**src/rtl/bms_pkg.sv**
```systemverilog
package bms_pkg;
  typedef enum logic [2:0] {
    M_LOCK    = 3'd0,
    M_SD_PROT = 3'd1,
    M_SD_FREE = 3'd2,
    M_SD_VID  = 3'd3,
    M_TEST    = 3'd4,
    M_AUTO    = 3'd5,
    M_PWM     = 3'd6,
    M_FAULT   = 3'd7
  } mode_e;

  localparam int unsigned NUM_FLT = 2;
  localparam int unsigned FLT_OV  = 0;
  localparam int unsigned FLT_UT  = 1;
endpackage

```
**src/rtl/bms_fault_latch.sv**
```systemverilog
module bms_fault_latch (
  input  logic clk,
  input  logic rst_n,
  input  logic set_i,
  input  logic clr_i,
  output logic q_o
);
  always_ff @(posedge clk or negedge rst_n) begin
    if (!rst_n)     q_o <= 1'b0;
    else if (clr_i) q_o <= 1'b0;
    else if (set_i) q_o <= 1'b1;
  end

  a_r6_clear_wins: assert property (@(posedge clk) disable iff (!rst_n)
    clr_i |=> !q_o);
  a_r5_set_sticks: assert property (@(posedge clk) disable iff (!rst_n)
    (set_i && !clr_i) |=> q_o);
  a_r11_hold: assert property (@(posedge clk) disable iff (!rst_n)
    (q_o && !clr_i) |=> q_o);
endmodule

```
**src/rtl/bms_mode_decode.sv**
```systemverilog
module bms_mode_decode
  import bms_pkg::*;
#(
  parameter int unsigned VID_W = 5
) (
  input  logic             supply_rst,
  input  logic             vcc_ok,
  input  logic             run_req,
  input  logic             ovprot_off,
  input  logic             skipsel_neg,
  input  logic             skipsel_hi,
  input  logic [VID_W-1:0] vid_code,
  input  logic             fault_any,
  output mode_e            mode
);
  localparam logic [VID_W-1:0] VID_OFF = '1;

  always_comb begin
    if (supply_rst || !vcc_ok)  mode = M_LOCK;
    else if (!run_req)          mode = ovprot_off ? M_SD_FREE : M_SD_PROT;
    else if (vid_code == VID_OFF) mode = M_SD_VID;
    else if (fault_any)         mode = M_FAULT;
    else if (skipsel_neg)       mode = M_TEST;
    else if (skipsel_hi)        mode = M_PWM;
    else                        mode = M_AUTO;
  end
endmodule

```
**src/rtl/bms_gate_map.sv**
```systemverilog
module bms_gate_map
  import bms_pkg::*;
(
  input  mode_e mode,
  input  logic  fb_low,
  output logic  lo_on,
  output logic  lo_off,
  output logic  hi_off,
  output logic  pfm,
  output logic  ok
);
  logic switching;

  always_comb begin
    switching = (mode == M_TEST) || (mode == M_AUTO) || (mode == M_PWM);
    lo_on     = (mode == M_LOCK) || (mode == M_SD_PROT) || (mode == M_FAULT);
    lo_off    = (mode == M_SD_FREE) || (mode == M_SD_VID);
    hi_off    = !switching;
    pfm       = (mode == M_TEST) || (mode == M_AUTO);
    ok        = switching && !fb_low;
  end
endmodule

```
**src/rtl/buck_mode_supervisor.sv**
```systemverilog
module buck_mode_supervisor
  import bms_pkg::*;
#(
  parameter int unsigned VID_W = 5
) (
  input  logic             clk,
  input  logic             rst_n,
  input  logic             supply_rst,
  input  logic             vcc_ok,
  input  logic             run_req,
  input  logic             skipsel_neg,
  input  logic             skipsel_hi,
  input  logic             ovprot_off,
  input  logic [VID_W-1:0] vid_code,
  input  logic             ovp_evt,
  input  logic             uvp_evt,
  input  logic             therm_evt,
  input  logic             fb_low,
  output logic [2:0]       mode_o,
  output logic             lo_gate_on,
  output logic             lo_gate_off,
  output logic             hi_gate_off,
  output logic             pfm_en,
  output logic             out_ok
);
  logic               run_q;
  logic               run_rise;
  logic               armed;
  logic               common_clr;
  logic [NUM_FLT-1:0] flt_set;
  logic [NUM_FLT-1:0] flt_clr;
  logic [NUM_FLT-1:0] flt_q;
  mode_e              mode;

  always_ff @(posedge clk or negedge rst_n) begin
    if (!rst_n) run_q <= 1'b0;
    else        run_q <= run_req;
  end

  always_comb begin
    run_rise   = run_req && !run_q;
    armed      = vcc_ok && !supply_rst && run_req && !skipsel_neg;
    common_clr = supply_rst || skipsel_neg || run_rise;
    flt_set[FLT_OV] = armed && ovp_evt && !ovprot_off;
    flt_clr[FLT_OV] = common_clr || ovprot_off;
    flt_set[FLT_UT] = armed && (uvp_evt || therm_evt);
    flt_clr[FLT_UT] = common_clr;
  end

  for (genvar g = 0; g < NUM_FLT; g++) begin : g_flt
    bms_fault_latch u_latch (
      .clk   (clk),
      .rst_n (rst_n),
      .set_i (flt_set[g]),
      .clr_i (flt_clr[g]),
      .q_o   (flt_q[g])
    );
  end

  bms_mode_decode #(.VID_W(VID_W)) u_decode (
    .supply_rst  (supply_rst),
    .vcc_ok      (vcc_ok),
    .run_req     (run_req),
    .ovprot_off  (ovprot_off),
    .skipsel_neg (skipsel_neg),
    .skipsel_hi  (skipsel_hi),
    .vid_code    (vid_code),
    .fault_any   (|flt_q),
    .mode        (mode)
  );

  bms_gate_map u_map (
    .mode   (mode),
    .fb_low (fb_low),
    .lo_on  (lo_gate_on),
    .lo_off (lo_gate_off),
    .hi_off (hi_gate_off),
    .pfm    (pfm_en),
    .ok     (out_ok)
  );

  assign mode_o = mode;

  a_r1_lockout: assert property (@(posedge clk) disable iff (!rst_n)
    (supply_rst || !vcc_ok) |-> (mode_o == 3'd0 && lo_gate_on && hi_gate_off && !out_ok));
  a_r2_shdn_prot: assert property (@(posedge clk) disable iff (!rst_n)
    (!run_req && !ovprot_off && vcc_ok && !supply_rst) |-> (lo_gate_on && !lo_gate_off));
  a_r7_test_clears: assert property (@(posedge clk) disable iff (!rst_n)
    skipsel_neg |=> (flt_q == '0));
  a_r8_ovp_dropped: assert property (@(posedge clk) disable iff (!rst_n)
    ovprot_off |=> !flt_q[FLT_OV]);
  a_r10_ok_fb: assert property (@(posedge clk) disable iff (!rst_n)
    out_ok |-> !fb_low);
endmodule

```
**config.mk**
```make
export PLATFORM = sky130hd
export DESIGN_NAME = buck_mode_supervisor
export DESIGN_NICKNAME = d
export VERILOG_FILES = /design/src/rtl/bms_pkg.sv /design/src/rtl/bms_fault_latch.sv /design/src/rtl/bms_mode_decode.sv /design/src/rtl/bms_gate_map.sv /design/src/rtl/buck_mode_supervisor.sv
export SDC_FILE = /design/constraint.sdc
export NUM_CORES = 1
export LEC_CHECK = 0
export BUFFER_PORTS_ARGS = -buffer_cell sky130_fd_sc_hd__buf_4
export CORE_AREA = 2 2 39 41
export CTS_BUF_LIST = sky130_fd_sc_hd__clkbuf_4
export DETAILED_ROUTE_END_ITERATION = 10
export DIE_AREA = 0 0 41 43
export GPL_TIMING_DRIVEN = 0
export PLACE_DENSITY = 0.48
export SETUP_SLACK_MARGIN = 0.15
export SYNTH_ARGS = -nofsm -noshare
export SYNTH_HDL_FRONTEND = slang
export SYNTH_SLANG_ARGS = --single-unit
```
**constraint.sdc**
```tcl
create_clock -name clk -period 2.2 [get_ports clk]
set_clock_uncertainty 0.2 [all_clocks]
set_input_delay 0.11 -clock clk [delete_from_list [all_inputs] [get_ports clk]]
set_output_delay 0.11 -clock clk [all_outputs]
set_load 0.02 [all_outputs]
```
==> run summary <==
The count of nets left with antenna violations once routing finished came out at 0. The number of antenna diodes in the final layout is 0. The logs give 11.57% for the overall global routing resource usage and 0.001384 mm2 for the area of the core. The TritonCTS buffer count is 3, and the post-cts repair resize count is 0. The number of different library cells used by synthesis comes to 20. Floorplan die area: 0.001763 mm2.

The clock reaches the later pin of the worst-skew pair after 230 ps. In this run, synthesis produced a sequential element count of 3. The transition at the pin with the smallest max-transition slack is 330.8 ps, and the final net count is 84. In this run the worst path has a maximum fanout of 7. In this run the worst hold path is classified as input port to flip-flop. The detailed-route wire length per cell came out at 9.720 um. The critical path is of the input port to flip-flop type. The logs give 243.7 uV for the maximum resistive drop on vdd and 30 for the cell count after synthesis. The number of H-tree levels is 1, and the post-route clock period utilization is 85.33%. Power spread over the standard cell area amounts to 422.5 mW/mm2.

The top cell type by area accounts for 30.15% of the synthesized area. The average vias per placed instance came out at 4.244. The layout has 158 filler cells.

A synthesized cell averages 8.300 um2. The cell family contributing the most delay on the critical path is buffers and inverters. The logs give 0 for the number of antenna violations at the first check in global routing and 17.99% for the starting density of the core. The run gives 4 as the number of optimization iterations in the first detailed-route pass. Traced cell by cell, the critical path runs through dlygate4sd3_1, buf_4, and4bb_1, a21oi_1, nor3b_2, dlygate4sd3_1. The worst setup path is captured at a flip-flop.

Summed over all cells, the static leakage comes to 0.2765 nW. The worst setup slack after layout came out at 322.8 ps. Buffers inserted to repair hold after CTS numbered 8. At the end of the flow the core is filled with cells to 40.42%.

Entering global routing, the biggest net connects 8 pins. The net switching power came out at 0.00005746 W. The total nets after synthesis came out at 47. Relative to the synthesized area, the layout overhead comes to 124.6%.

After synthesis, the cell types taking the most area are sky130_fd_sc_hd__dfrtp_1 (30%), sky130_fd_sc_hd__o21a_1 (9.0%), sky130_fd_sc_hd__nand3_1 (6.0%). The final route contains 348 vias. Row generation in the floorplan step produced 14 rows.

The sequential area share after synthesis was 30.15%; the final critical path time including I/O delays and setup was 1877 ps. Headroom to the max-slew limit came out at 77.71%. The clock network power share is 45.7%.

Timing analysis after detailed placement gives a worst setup slack of 775.5 ps. Timing would allow up to 532.7 MHz. The library cell used as clock root buffer is sky130_fd_sc_hd__clkbuf_4. Number of I/O port buffers: 24. The sequential fraction of design power came out at 24.1%. At the end of routability-driven placement, the weighted congestion stood at 0.6540. After the first detailed-routing iteration, the DRC count stood at 2. The logs give 0 for the total setup buffers inserted after CTS and 1366 um for the first-pass GRT wire length. The total of max-cap violations is 0.

Registers take 75.07 um2. Per report_power, the combinational group accounts for 30.1% of the total. The slowest stage of the critical path is the sky130_fd_sc_hd__dlygate4sd3_1 cell. The total of endpoints with negative setup slack in the final report came out at 0.

Setup repair after global routing left no endpoint under its margin. The internal power of the cells totals 0.0001788 W. The width of the die is 41 um, and the count of clock tree sinks is 3.

The count of synthesis-stage warnings from yosys is 0. The number of buffers and inverters on the critical path is 3. For this run, the slowest stage of the critical path takes 550 ps.

The most area-hungry cell type in the Yosys netlist was sky130_fd_sc_hd__dfrtp_1. Net switching is 24.32% of the power. The sum of negative setup slack came out at 0 ps. No sink is reached through more buffers than the 2 on the longest clock path.

By instance count, the cell type seen most on the critical path is sky130_fd_sc_hd__dlygate4sd3_1. The required time of the critical path is 2110 ps. Data on the critical path arrives at its endpoint at 1780 ps.

The final hold violation count was 0; the mapped cell area was 249.0 um2. For this run the aggregate overflow at the end of global routing stands at 0. The run finished with clean final reports. The die height came out at 43 um.

TritonCTS built the clock tree. The final max-slew violation count was 0; the via count of the first global-routing pass was 374. The number of placed I/O pins was 25; the post-detailed-routing wire length was 797 um.

Of the cells placed in the final design, the portion with a size suffix greater than 1 is 50.00%. The multi-input combinational cells in the finished layout cover a total of 166.4 um2. Detailed placement ended at an HPWL of 617.9 um. The clock-pin slew of the registers on the worst-case setup and hold paths is 30 ps. For the final routed DRC violation total, the log shows 0.

STA classifies the critical path startpoint as an input port.
## placed cells by master, fill, tap and decap left out, types with 2 or more instances in the layout
| master | Yosys | final |
|---|---|---|
| sky130_fd_sc_hd__dlygate4sd3_1 | 0 | 8 |
| sky130_fd_sc_hd__nor2_1 | 2 | 2 |
| sky130_fd_sc_hd__o21a_1 | 3 | 3 |
| sky130_fd_sc_hd__o21ai_0 | 2 | 2 |
| sky130_fd_sc_hd__nand2_1 | 2 | 2 |
| sky130_fd_sc_hd__nand3_1 | 3 | 3 |
| sky130_fd_sc_hd__clkbuf_4 | 0 | 4 |
| sky130_fd_sc_hd__inv_1 | 2 | 2 |
| sky130_fd_sc_hd__buf_4 | 0 | 24 |
| sky130_fd_sc_hd__dfrtp_1 | 3 | 3 |
## cells in the mapped netlist
cell / n
sky130_fd_sc_hd__a211oi_1: 1
sky130_fd_sc_hd__and2b_2: 1
sky130_fd_sc_hd__and2_1: 1
sky130_fd_sc_hd__inv_1: 2
sky130_fd_sc_hd__dfrtp_1: 3
sky130_fd_sc_hd__o21a_1: 3
sky130_fd_sc_hd__o221a_2: 1
sky130_fd_sc_hd__nand2b_1: 1
sky130_fd_sc_hd__a31oi_1: 1
sky130_fd_sc_hd__nor3_1: 1
sky130_fd_sc_hd__and4bb_1: 1
sky130_fd_sc_hd__o21bai_1: 1
sky130_fd_sc_hd__a21oi_1: 1
sky130_fd_sc_hd__o21ai_0: 2
sky130_fd_sc_hd__nor3b_2: 1
sky130_fd_sc_hd__nand2_1: 2
sky130_fd_sc_hd__o21ai_2: 1
sky130_fd_sc_hd__nor2_1: 2
sky130_fd_sc_hd__nand3_1: 3
sky130_fd_sc_hd__nor2_2: 1
## power by group through the flow
| stage | clock network (W) | registers (W) | logic, W |
|---|---|---|---|
| 5_1_grt | 0.000117 | 0.0000571 | 0.0000774 |
| 6_report | 0.000108 | 0.0000570 | 0.0000712 |
| 3_5_place_dp | 0 | 0.0000577 | 0.0000621 |
| 3_3_place_gp | 0 | 0.0000577 | 0.0000617 |
| 2_1_floorplan | 0 | 0.0000576 | 0.0000246 |
| 4_1_cts | 0.000114 | 0.0000570 | 0.0000719 |
## worst paths after layout
path / end / slack [ps] / startpoint / cells past startpoint
min in group asynchronous: run_q / 570 / rst_n / 3
max in group asynchronous: g_flt[1].u_latch.q_o / 1080 / rst_n / 3
worst max-delay path: g_flt[0].u_latch.q_o / 320 / run_req / 6
worst min register to register: g_flt[1].u_latch.q_o / 330 / g_flt[1].u_latch.q_o / 1
worst max register to register: g_flt[0].u_latch.q_o / 600 / run_q / 4
worst min-delay path: g_flt[1].u_latch.q_o / 10 / therm_evt / 3
## flip-flops by register name (all words and copies together), names as in the netlist
| signal | cells |
|---|---|
| g_flt.u_latch.q_o | 2 |
| run_q | 1 |
## final cells by class
class	instances	area share (%)
flip-flops and latches	3	13.42
repair buffers	32	46.53
clock buffers	4	5.369
inverters	2	1.342
well taps	16	3.579
multi-input cells	25	29.75
## per-stage QoR
step,power (W),hold WS [ps],area [um2],std cells
floorplan,0.00008223,-385.6,249.0,30
global placement,0.0001193,-300.8,449.2,70
detailed placement,0.0001197,-299.2,449.2,70
CTS,0.0002425,9.795,559.3,82
global route,0.0002513,37.83,559.3,82
finish,0.0002363,14.02,559.3,82
## worst min-delay path, stage by stage
cell and delay, ps:
sky130_fd_sc_hd__buf_4 80, sky130_fd_sc_hd__o21a_1 110, sky130_fd_sc_hd__o21a_1 110
## layer usage
layer,vias up,share of wire (%),GRT usage [%]
met5,-,0,0
met4,0,0,12.00
met3,0,6.4,0
met2,13,51,16.56
met1,151,42,14.24
li1,184,-,-
## cell families (layout without fill, tap and decap cells)
logic type	after synthesis	in the layout	share of synthesized area (%)
and+or+nand+nor	14	14	35.18
AOI/OAI and AO/OA	11	11	31.66
DFF	3	3	30.15
buffers and inverters	2	38	3.016
(Power assumes the default switching activity.)
